==> config.mk <==
export PLATFORM = sky130hd
export DESIGN_NAME = i2c_cfg_port
export DESIGN_NICKNAME = d
export VERILOG_FILES = /design/src/rtl/i2c_cfg_pkg.sv /design/src/rtl/i2c_cfg_sync.sv /design/src/rtl/i2c_cfg_cond.sv /design/src/rtl/i2c_cfg_engine.sv /design/src/rtl/i2c_cfg_bank.sv /design/src/rtl/i2c_cfg_port.sv
export SDC_FILE = /design/constraint.sdc
export NUM_CORES = 2
export LEC_CHECK = 0
export BUFFER_PORTS_ARGS = -buffer_cell sky130_fd_sc_hd__buf_4
export CAP_MARGIN = 20
export CORE_AREA = 5 5 471 473
export CTS_BUF_LIST = sky130_fd_sc_hd__clkbuf_8 sky130_fd_sc_hd__clkbuf_16
export DETAILED_ROUTE_END_ITERATION = 8
export DIE_AREA = 0 0 476 478
export GPL_TIMING_DRIVEN = 0
export SLEW_MARGIN = 30
export SYNTH_ARGS = -nofsm -noshare
export SYNTH_HDL_FRONTEND = slang
export SYNTH_SLANG_ARGS = --single-unit
==> constraint.sdc <==
create_clock -name clk -period 2.9 [get_ports clk]
set_input_delay 0.29 -clock clk [delete_from_list [all_inputs] [get_ports clk]]
set_output_delay 0.29 -clock clk [all_outputs]
set_load 0.02 [all_outputs]
==> src/rtl/i2c_cfg_pkg.sv <==
package i2c_cfg_pkg;

    typedef enum logic [2:0] {
        PH_IDLE,
        PH_ADDR,
        PH_PTR,
        PH_WDAT,
        PH_ACK,
        PH_RDAT,
        PH_RACK
    } phase_e;

    localparam int BYTE_W = 8;

endpackage

==> src/rtl/i2c_cfg_sync.sv <==
module i2c_cfg_sync #(
    parameter int STAGES = 2
) (
    input  logic clk,
    input  logic rst_n,
    input  logic din,
    output logic dout
);
    logic [STAGES-1:0] chain_d, chain_q;

    generate
        if (STAGES == 1) begin : g_single
            always_comb chain_d = din;
        end else begin : g_multi
            always_comb chain_d = {chain_q[STAGES-2:0], din};
        end
    endgenerate

    always_ff @(posedge clk or negedge rst_n) begin
        if (!rst_n) chain_q <= '1;
        else        chain_q <= chain_d;
    end

    assign dout = chain_q[STAGES-1];
endmodule

==> src/rtl/i2c_cfg_cond.sv <==
module i2c_cfg_cond (
    input  logic clk,
    input  logic rst_n,
    input  logic scl_s,
    input  logic sda_s,
    output logic scl_rise,
    output logic scl_fall,
    output logic start_det,
    output logic stop_det
);
    typedef struct packed {
        logic scl;
        logic sda;
    } prev_s;

    prev_s prev_d, prev_q;

    always_comb begin
        prev_d.scl = scl_s;
        prev_d.sda = sda_s;
    end

    always_ff @(posedge clk or negedge rst_n) begin
        if (!rst_n) prev_q <= '{scl: 1'b1, sda: 1'b1};
        else        prev_q <= prev_d;
    end

    assign scl_rise  =  scl_s & ~prev_q.scl;
    assign scl_fall  = ~scl_s &  prev_q.scl;
    assign start_det =  scl_s &  prev_q.scl &  prev_q.sda & ~sda_s;
    assign stop_det  =  scl_s &  prev_q.scl & ~prev_q.sda &  sda_s;
endmodule

==> src/rtl/i2c_cfg_engine.sv <==
module i2c_cfg_engine
    import i2c_cfg_pkg::*;
#(
    parameter int         NREG = 142,
    parameter int         PW   = 8,
    parameter logic [6:0] DEV7 = 7'h5F
) (
    input  logic          clk,
    input  logic          rst_n,
    input  logic          scl_rise,
    input  logic          scl_fall,
    input  logic          sda_s,
    input  logic          start_det,
    input  logic          stop_det,
    input  logic [7:0]    rd_data,
    output logic          sda_oe,
    output logic          wr_en,
    output logic [PW-1:0] wr_addr,
    output logic [7:0]    wr_data,
    output logic [PW-1:0] ptr,
    output logic          busy
);
    localparam logic [PW-1:0] LAST = PW'(NREG - 1);

    typedef struct packed {
        phase_e       ph;
        phase_e       after;
        logic [3:0]   cnt;
        logic [7:0]   sh;
        logic [PW-1:0] ptr;
        logic         oe;
        logic         more;
    } eng_s;

    eng_s st_d, st_q;
    logic [PW-1:0] ptr_inc;

    always_comb begin
        ptr_inc = (st_q.ptr == LAST) ? '0 : st_q.ptr + 1'b1;
        st_d    = st_q;
        wr_en   = 1'b0;
        wr_addr = st_q.ptr;
        wr_data = st_q.sh;

        if (stop_det) begin
            st_d.ph = PH_IDLE;
            st_d.oe = 1'b0;
        end else if (start_det) begin
            st_d.ph  = PH_ADDR;
            st_d.cnt = '0;
            st_d.oe  = 1'b0;
        end else begin
            unique case (st_q.ph)
                PH_ADDR, PH_PTR, PH_WDAT: begin
                    if (scl_rise && st_q.cnt < 4'd8) begin
                        st_d.sh  = {st_q.sh[6:0], sda_s};
                        st_d.cnt = st_q.cnt + 4'd1;
                    end else if (scl_fall && st_q.cnt == 4'd8) begin
                        st_d.cnt = '0;
                        if (st_q.ph == PH_ADDR) begin
                            if (st_q.sh[7:1] == DEV7) begin
                                st_d.oe    = 1'b1;
                                st_d.ph    = PH_ACK;
                                st_d.after = st_q.sh[0] ? PH_RDAT : PH_PTR;
                            end else begin
                                st_d.ph = PH_IDLE;
                            end
                        end else if (st_q.ph == PH_PTR) begin
                            st_d.ptr   = (int'(st_q.sh) < NREG) ? PW'(st_q.sh) : '0;
                            st_d.oe    = 1'b1;
                            st_d.ph    = PH_ACK;
                            st_d.after = PH_WDAT;
                        end else begin
                            wr_en      = 1'b1;
                            st_d.ptr   = ptr_inc;
                            st_d.oe    = 1'b1;
                            st_d.ph    = PH_ACK;
                            st_d.after = PH_WDAT;
                        end
                    end
                end
                PH_ACK: begin
                    if (scl_fall) begin
                        st_d.ph  = st_q.after;
                        st_d.cnt = '0;
                        st_d.oe  = 1'b0;
                        if (st_q.after == PH_RDAT) begin
                            st_d.sh = rd_data;
                            st_d.oe = ~rd_data[7];
                        end
                    end
                end
                PH_RDAT: begin
                    if (scl_fall) begin
                        if (st_q.cnt == 4'd7) begin
                            st_d.oe  = 1'b0;
                            st_d.ph  = PH_RACK;
                            st_d.ptr = ptr_inc;
                            st_d.cnt = '0;
                        end else begin
                            st_d.sh  = {st_q.sh[6:0], 1'b0};
                            st_d.oe  = ~st_q.sh[6];
                            st_d.cnt = st_q.cnt + 4'd1;
                        end
                    end
                end
                PH_RACK: begin
                    if (scl_rise) begin
                        st_d.more = ~sda_s;
                    end else if (scl_fall) begin
                        if (st_q.more) begin
                            st_d.ph  = PH_RDAT;
                            st_d.sh  = rd_data;
                            st_d.oe  = ~rd_data[7];
                            st_d.cnt = '0;
                        end else begin
                            st_d.ph = PH_IDLE;
                        end
                    end
                end
                default: begin
                    st_d.oe = 1'b0;
                end
            endcase
        end
    end

    always_ff @(posedge clk or negedge rst_n) begin
        if (!rst_n) begin
            st_q <= '{ph: PH_IDLE, after: PH_IDLE, cnt: '0, sh: '0,
                      ptr: '0, oe: 1'b0, more: 1'b0};
        end else begin
            st_q <= st_d;
        end
    end

    assign sda_oe = st_q.oe;
    assign ptr    = st_q.ptr;
    assign busy   = (st_q.ph != PH_IDLE);
endmodule

==> src/rtl/i2c_cfg_bank.sv <==
module i2c_cfg_bank #(
    parameter int NREG    = 142,
    parameter int PW      = 8,
    parameter int RUN_REG = 1,
    parameter int RUN_BIT = 0
) (
    input  logic              clk,
    input  logic              rst_n,
    input  logic              wr_en,
    input  logic [PW-1:0]     wr_addr,
    input  logic [7:0]        wr_data,
    input  logic [PW-1:0]     rd_addr,
    output logic [7:0]        rd_data,
    output logic [NREG*8-1:0] flat,
    output logic              run
);
    localparam logic [7:0] STICKY = 8'(1 << RUN_BIT);

    logic [7:0] cells [NREG];

    generate
        for (genvar i = 0; i < NREG; i++) begin : g_cell
            logic [7:0] cell_d, cell_q;
            logic       hit;

            assign hit = wr_en && (wr_addr == PW'(i));

            if (i == RUN_REG) begin : g_sticky
                always_comb begin
                    cell_d = cell_q;
                    if (hit) cell_d = wr_data | (cell_q & STICKY);
                end
            end else begin : g_plain
                always_comb begin
                    cell_d = cell_q;
                    if (hit) cell_d = wr_data;
                end
            end

            always_ff @(posedge clk or negedge rst_n) begin
                if (!rst_n) cell_q <= '0;
                else        cell_q <= cell_d;
            end

            assign cells[i]      = cell_q;
            assign flat[i*8 +: 8] = cell_q;
        end
    endgenerate

    assign rd_data = cells[rd_addr];
    assign run     = cells[RUN_REG][RUN_BIT];
endmodule

==> src/rtl/i2c_cfg_port.sv <==
module i2c_cfg_port #(
    parameter int         NREG        = 142,
    parameter logic [6:0] DEV7        = 7'h5F,
    parameter int         RUN_REG     = 1,
    parameter int         RUN_BIT     = 0,
    parameter int         SYNC_STAGES = 2
) (
    input  logic              clk,
    input  logic              rst_n,
    input  logic              scl_i,
    input  logic              sda_i,
    output logic              sda_oe,
    output logic [NREG*8-1:0] cfg_regs,
    output logic              switch_run
);
    localparam int PW = $clog2(NREG);

    logic          scl_s, sda_s;
    logic          scl_rise, scl_fall, start_det, stop_det;
    logic          wr_en, busy;
    logic [PW-1:0] wr_addr, ptr;
    logic [7:0]    wr_data, rd_data;

    i2c_cfg_sync #(.STAGES(SYNC_STAGES)) u_sync_scl (
        .clk(clk), .rst_n(rst_n), .din(scl_i), .dout(scl_s)
    );

    i2c_cfg_sync #(.STAGES(SYNC_STAGES)) u_sync_sda (
        .clk(clk), .rst_n(rst_n), .din(sda_i), .dout(sda_s)
    );

    i2c_cfg_cond u_cond (
        .clk(clk), .rst_n(rst_n), .scl_s(scl_s), .sda_s(sda_s),
        .scl_rise(scl_rise), .scl_fall(scl_fall),
        .start_det(start_det), .stop_det(stop_det)
    );

    i2c_cfg_engine #(.NREG(NREG), .PW(PW), .DEV7(DEV7)) u_eng (
        .clk(clk), .rst_n(rst_n),
        .scl_rise(scl_rise), .scl_fall(scl_fall), .sda_s(sda_s),
        .start_det(start_det), .stop_det(stop_det),
        .rd_data(rd_data), .sda_oe(sda_oe),
        .wr_en(wr_en), .wr_addr(wr_addr), .wr_data(wr_data),
        .ptr(ptr), .busy(busy)
    );

    i2c_cfg_bank #(.NREG(NREG), .PW(PW), .RUN_REG(RUN_REG), .RUN_BIT(RUN_BIT)) u_bank (
        .clk(clk), .rst_n(rst_n),
        .wr_en(wr_en), .wr_addr(wr_addr), .wr_data(wr_data),
        .rd_addr(ptr), .rd_data(rd_data),
        .flat(cfg_regs), .run(switch_run)
    );
endmodule

# ---- Word level (Yosys, flattened, before mapping)
# Index checks and enable logic that the tools add are counted.
dict set report totals {
  reg_bits 1170
  inputBits 4
}
dict set report classes {
  addsub 2
  n_lt_le_gt_ge 3
  n_eq_ne 179
  mux 56
  bitwise 18
  reduce_logical 157
}
# cell count
set op_table {}
lappend op_table {{== test 8 x 7 -> 1 bit (second input constant)} 64}
lappend op_table {{== test 8 x 6 -> 1 bit (second input constant)} 32}
lappend op_table {{logical AND 1 bit} 144}
lappend op_table {{== test 8 x 5 -> 1 bit (second input constant)} 16}
lappend op_table {{== test 8 bit (second input constant)} 14}
lappend op_table {{2-to-1 mux 8 bit} 9}
lappend op_table {{binary-select mux 8 bit (select 8 bit)} 1}
lappend op_table {{== test 8 x 4 -> 1 bit (second input constant)} 8}
lappend op_table {{2-to-1 mux 12 bit} 4}
lappend op_table {{case mux 12 bit (4 select lines)} 1}
lappend op_table {{2-to-1 mux 3 bit} 11}
lappend op_table {{== test 8 x 3 -> 1 bit (second input constant)} 4}
lappend op_table {{AND reduction 8 bit} 4}
lappend op_table {{2-to-1 mux 9 bit} 3}
lappend op_table {{!= test 4 x 3 -> 1 bit (second input constant)} 6}
lappend op_table {{2-to-1 mux 21 bit} 1}
lappend op_table {{2-to-1 mux 1 bit} 17}
lappend op_table {{== test 8 x 2 -> 1 bit (second input constant)} 2}
lappend op_table {{!= test 2 x 1 -> 1 bit (second input constant)} 8}
lappend op_table {{case mux 8 bit (2 select lines)} 1}
lappend op_table {{== test 3 bit (second input constant)} 4}
lappend op_table {{2-to-1 mux 4 bit} 3}
lappend op_table {{2-to-1 mux 6 bit} 2}
lappend op_table {{!= test 3 x 2 -> 1 bit (second input constant)} 4}
lappend op_table {{other kinds (32)} 52}

# ---- Longest topological paths before layout
dict set report depth {
  word_depth 11
  mapped_depth 14
  ltp_nobuf 9
}

# ---- Hierarchy
# From an unflattened synthesis, not the netlist that was laid out.
dict set report unflattened {
  cells_unflattened 3772
  hier_area_um2 55057.8
}
# mod n_inst cells_each area_each_um2
set modules_own_cells {}
lappend modules_own_cells {i2c_cfg_bank 1 3514 52716.8}
lappend modules_own_cells {i2c_cfg_engine 1 248 2150.8}
lappend modules_own_cells {i2c_cfg_sync 2 2 52.6}
lappend modules_own_cells {i2c_cfg_cond 1 6 85.1}

# ---- Worst setup path before layout
# Ideal clock, no wire load.
dict set report synth_path {
  path_type {register to register}
  startpoint {reg u_eng.st_q (netlist bit u_eng.ptr[1])}
  endpoint {reg u_bank.g_cell[141].cell_q[0]}
  arrival_ps 2810
  required_ps 2775
  path_slack_ps -35
  stages_incl_launch_ff 13
  n_path_buf 7
  path_cell_list {dfrtp_1 buf_4 buf_6 buf_4 buf_2 buf_2 buf_2 inv_1 ha_1 and3_1 clkbuf_1 nand2_1 mux2_2}
}
dict set report synth_between {
  elab_chain_len 2
}
# element line_no
set synth_lines {}
lappend synth_lines {{from (decl)} i2c_cfg_engine.sv:35} ;# eng_s st_d, st_q;
lappend synth_lines {{from (signal assigned)} i2c_cfg_engine.sv:130} ;# st_q <= '{ph: PH_IDLE, after: PH_IDLE, cnt: '0, sh: '0,
lappend synth_lines {{from (signal assigned)} i2c_cfg_engine.sv:133} ;# st_q <= st_d;
lappend synth_lines {{== test 8 bit} i2c_cfg_bank.sv:26} ;# assign hit = wr_en && (wr_addr == PW'(i));
lappend synth_lines {{logical AND 1 bit} i2c_cfg_bank.sv:26}
lappend synth_lines {{to (signal assigned)} i2c_cfg_bank.sv:42} ;# else cell_q <= cell_d;
lappend synth_lines {{to (decl)} i2c_cfg_bank.sv:23} ;# logic [7:0] cell_d, cell_q;
# No other way between the ends.
# A chain may end at the register's enable or synchronous reset.

# ---- Worst setup path after layout
dict set report layout_path {
  startpoint {reg u_eng.st_q (netlist bit u_eng.ptr[0])}
  endpoint {reg u_eng.st_q (netlist bit u_eng.wr_data[5])}
}
dict set report layout_between {
  elab_chain_len 8
  word_cells_on_any_way 10
  classes_between {mux (9); bitwise (1)}
}
# element line_no
set layout_lines {}
lappend layout_lines {{NOT 8 -> 9 bit (not written as such) *} i2c_cfg_bank.sv:50} ;# assign rd_data = cells[rd_addr];
lappend layout_lines {{binary-select mux 8 bit (select 8 bit) *} i2c_cfg_bank.sv:50}
lappend layout_lines {{2-to-1 mux 8 bit (not written as such) * (2 in series)} i2c_cfg_bank.sv:50}
lappend layout_lines {{2-to-1 mux 12 bit} i2c_cfg_engine.sv:111} ;# if (st_q.more) begin
lappend layout_lines {{2-to-1 mux 12 bit} i2c_cfg_engine.sv:110} ;# end else if (scl_fall) begin
lappend layout_lines {{2-to-1 mux 12 bit} i2c_cfg_engine.sv:108} ;# if (scl_rise) begin
lappend layout_lines {{case mux 12 bit (4 select lines) *} i2c_cfg_engine.sv:53} ;# unique case (st_q.ph)
# Mark *: on every way between the ends. The rest lies on a longest branch, timed or not. The select of a mux whose other input is x is not followed.

==> summary.txt <==
Global routing
  – Vias in the first global route: between 40000 and 50000
  – First-pass GRT wire length: approximately 500 mm
  – Total GRT Usage: 0.346
  – Initial antenna violation count: 55
  – Largest net degree at the start of global routing: ~120
  – Global route total overflow: 0

Synthesis
  – Asr flop ratio synth: 1.00
  – Synth Instances: 3729
  – Syn_nets: between 3000 and 4000
  – Share of the synthesized area in the top cell type: 0.540
  – Synthesis-stage register bit count: between 1000 and 1500
  – Sequential share of the synthesized area: 0.543
  – Synth Cell Area: about 54000 µm²
  – Post-synth EDFFs: 0
  – Top_reg_cell synth: dfrtp_1
  – Cell variety after synth: 73
  – Number of synthesis warnings: 0
  – Avg Cell Area, Syn: approximately 14 µm²
  – Area contributors post-synth: dfrtp_1, mux2_2, mux4_2
  – Dominant cell type by area after synthesis: dfrtp_1

Finish
  – Nets@finish: ~5300
  – Share of cells above drive strength 1: 0.637
  – Non-filler cells, final: around 8300
  – Final core occ: 0.364
  – Layout area overhead: 45.8%
  – Commonest non-fill, non-tap cells in the layout: buf_4, dfrtp_1, mux2_2, mux4_2, nand2_1
  – # fillers: between 20000 and 25000
  – Commonest non-fill, non-tap cell in the layout: buf_4

Route
  – # DRC: 0
  – Routed Antenna Nets: 0
  – Post-detailed-route wirelength per cell: roughly 49 µm
  – TritonRoute pass-1 iters: 6
  – Total routed wirelength: 408 mm
  – Vias post-DR: between 40000 and 50000
  – Via density: around 5.6
  – Drt initial violations: roughly 5200

Pwr
  – Leak: between 30 and 40 nW
  – Largest vdd supply drop: ~0.75 mV
  – Pwr Density: between 500 and 600 nW/µm²

Placement
  – Hpwl dp: 310 mm
  – PortBufs: between 1000 and 1500
  – Gpl congestion: a little over 0.9
  – Setup WS pre-CTS: -3.87 ns
  – Dpl cells: between 7000 and 8000

Worst hold path
  – Hold WC Path Type: input port to asynchronous set/reset pin

Critical path
  – Worst endpoint data arrival time: around 4 ns
  – Worst r2r dst: u_eng.wr_data[5]$_DFFE_PN0P_
  – CP endpoint: u_eng.wr_data[5]$_DFFE_PN0P_
  – CP startpoint: u_eng.ptr[0]$_DFFE_PN0P_
  – Crit Path Category: register to register
  – CP Max Fanout: 10
  – R2R depth: 10
  – Startpoint Class: register
  – RR Startpoint: u_eng.ptr[0]$_DFFE_PN0P_
  – CP Capture Type: register
  – Internal reg-to-reg setup slack: -0.48 ns
  – Crit path required time: around 3.6 ns

Clocking
  – CTS tree: yes
  – Sink Count: 1170
  – Latest clock arrival within the worst-skew pair: just over 0.8 ns
  – Worst-path clk slew: around 0.06 ns
  – CTS root buf: clkbuf_16
  – CTS max path bufs: 3
  – Cts bufs inserted: ~140
  – H-tree depth: 4

Outcome
  – Failing checks: negative setup slack
  – Status: finished with violations

Timing
  – FMAX: around 0.30 GHz
  – Hold_ws: 0.138 ns
  – Post-layout min period: ~3.4 ns
  – RSZ-0062 raised after global routing: true
  – Slew headroom: 0.251
  – Final Cycle Share: 1.17
  – Final setup fails: 63
  – Final Max Tran Viols: 0
  – Hold Fails Final Rpt: 0
  – Worst slew pin tran: about 1.1 ns
  – Final setup margin: -0.484 ns
  – Setup TNS: -7.05 ns
  – Clock Skews: ~0.027 ns

Floorplanning
  – I/O pin count: roughly 1100
  – Horiz. Die Dim: 476 µm
  – Core area: roughly 220000 µm²
  – Rows: about 170
  – Die Ht: 478 µm
  – Die ar.: around 230000 µm²
  – Initial Util: 0.249

Job
  – Max Cap Viol: 0
synth_stat cells (7+ instances only):
cell / number
dfrtp_1: 1164
mux2_2: 1037
nand2_1: 272
mux4_2: 258
clkbuf_1: 165
o21ai_0: 158
mux2i_1: 101
nor2_1: 68
buf_2: 61
a21oi_1: 36
a22oi_1: 31
nand3_1: 31
buf_4: 30
nor2_2: 29
nand2_2: 20
and2_1: 18
nor3_1: 17
nand2b_1: 13
buf_6: 12
nor2b_1: 12
a211oi_1: 11
a31oi_1: 11
and3_1: 11
inv_1: 11
o22ai_1: 11
a221oi_1: 10
mux4_1: 7
logic make-up after synthesis:
logic type,share of synthesized area
buffers and inverters,0.0253
multiplexers,0.346
AND/OR/NAND/NOR,0.0457
AO/OA/AOI/OAI,0.0387
flip-flops,0.543
adder cells (fa/ha/maj),0.00139
XOR/XNOR,0.000162
metal layers:
layer  up-vias  routed length, µm  global-route usage
met3       841              46200               0.130
met4        34              26700               0.184
li1      17100                  -                   -
met2      3314             179000               0.523
met5         -                212                   0
met1     24700             155000               0.427
where the power goes:
group,internal (mW),leakage [nW],switching [mW],total (mW)
registers,16.4,16.3,0.0543,16.4
clock network,10.9,2.48,7.90,18.8
logic,1.44,19.4,6.07,7.52
total,28.7,38.2,14.0,42.7
how the worst min path moves through the flow:
stage | from | endpoint | slack (ns) | cells past startpoint
3_5_place_dp | rst_n | u_bank.g_cell[55].cell_q[7]$_DFFE_PN0P_ | 0.31 | 1
4_1_cts | scl_i | u_sync_scl.chain_q[0]$_DFF_PN1_ | 0.05 | 2
2_1_floorplan | rst_n | u_bank.g_cell[0].cell_q[0]$_DFFE_PN0P_ | -0.006 | 0
5_1_grt | scl_i | u_sync_scl.chain_q[0]$_DFF_PN1_ | 0.10 | 2
6_report | rst_n | u_bank.g_cell[55].cell_q[7]$_DFFE_PN0P_ | 0.14 | 2
3_3_place_gp | sda_i | u_sync_sda.chain_q[0]$_DFF_PN1_ | 0.40 | 1
state kept, by name, summed over array words and instances (netlist names):
| register | cells |
|---|---|
| u_bank.g_cell.cell_q | 1136 |
| u_sync_sda.chain_q | 2 |
| u_eng.wr_data | 8 |
| u_eng.st_q | 11 |
| u_eng.sda_oe | 1 |
| u_eng.ptr | 8 |
| u_cond.prev_q | 2 |
| u_sync_scl.chain_q | 2 |
critical path, stage by stage (launching register included):
cell and delay (ns):
dfrtp_1 0.41, buf_12 0.17, buf_16 0.19, buf_12 0.21
buf_16 0.19, buf_16 0.19, mux4_2 0.60, mux2i_4 0.37
o22ai_4 0.20, a221oi_4 0.36, a31oi_1 0.12
metrics by stage:
stage	instance area, µm²	total power, mW
floorplan	54000	18.3
global route	78700	43.3
finish	78700	42.7
detailed placement	67900	24.0
global placement	66100	22.9
CTS	77100	42.6
timing repair:
item	4_1_cts	5_1_grt
setup endpoints to repair	1153	971
gates cloned	1	9
buffers inserted	127	69
gates resized for setup	642	135
hold endpoints to repair	179	0
hold buffers	3	0
pin swaps	36	51
layout make-up:
class	count	area, µm²	area share
plain buffers	262	2800	0.0356
clock buffers	182	4130	0.0524
flip-flops and latches	1170	29300	0.372
inverters	11	51.3	0.000652
multi-input cells	2281	25400	0.322
diodes	29	72.6	0.000922
clock inverters	71	694	0.00882
repair buffers	1405	12700	0.162
well taps	2854	3570	0.0454
No activity file was read; power rests on OpenSTA's default activity.
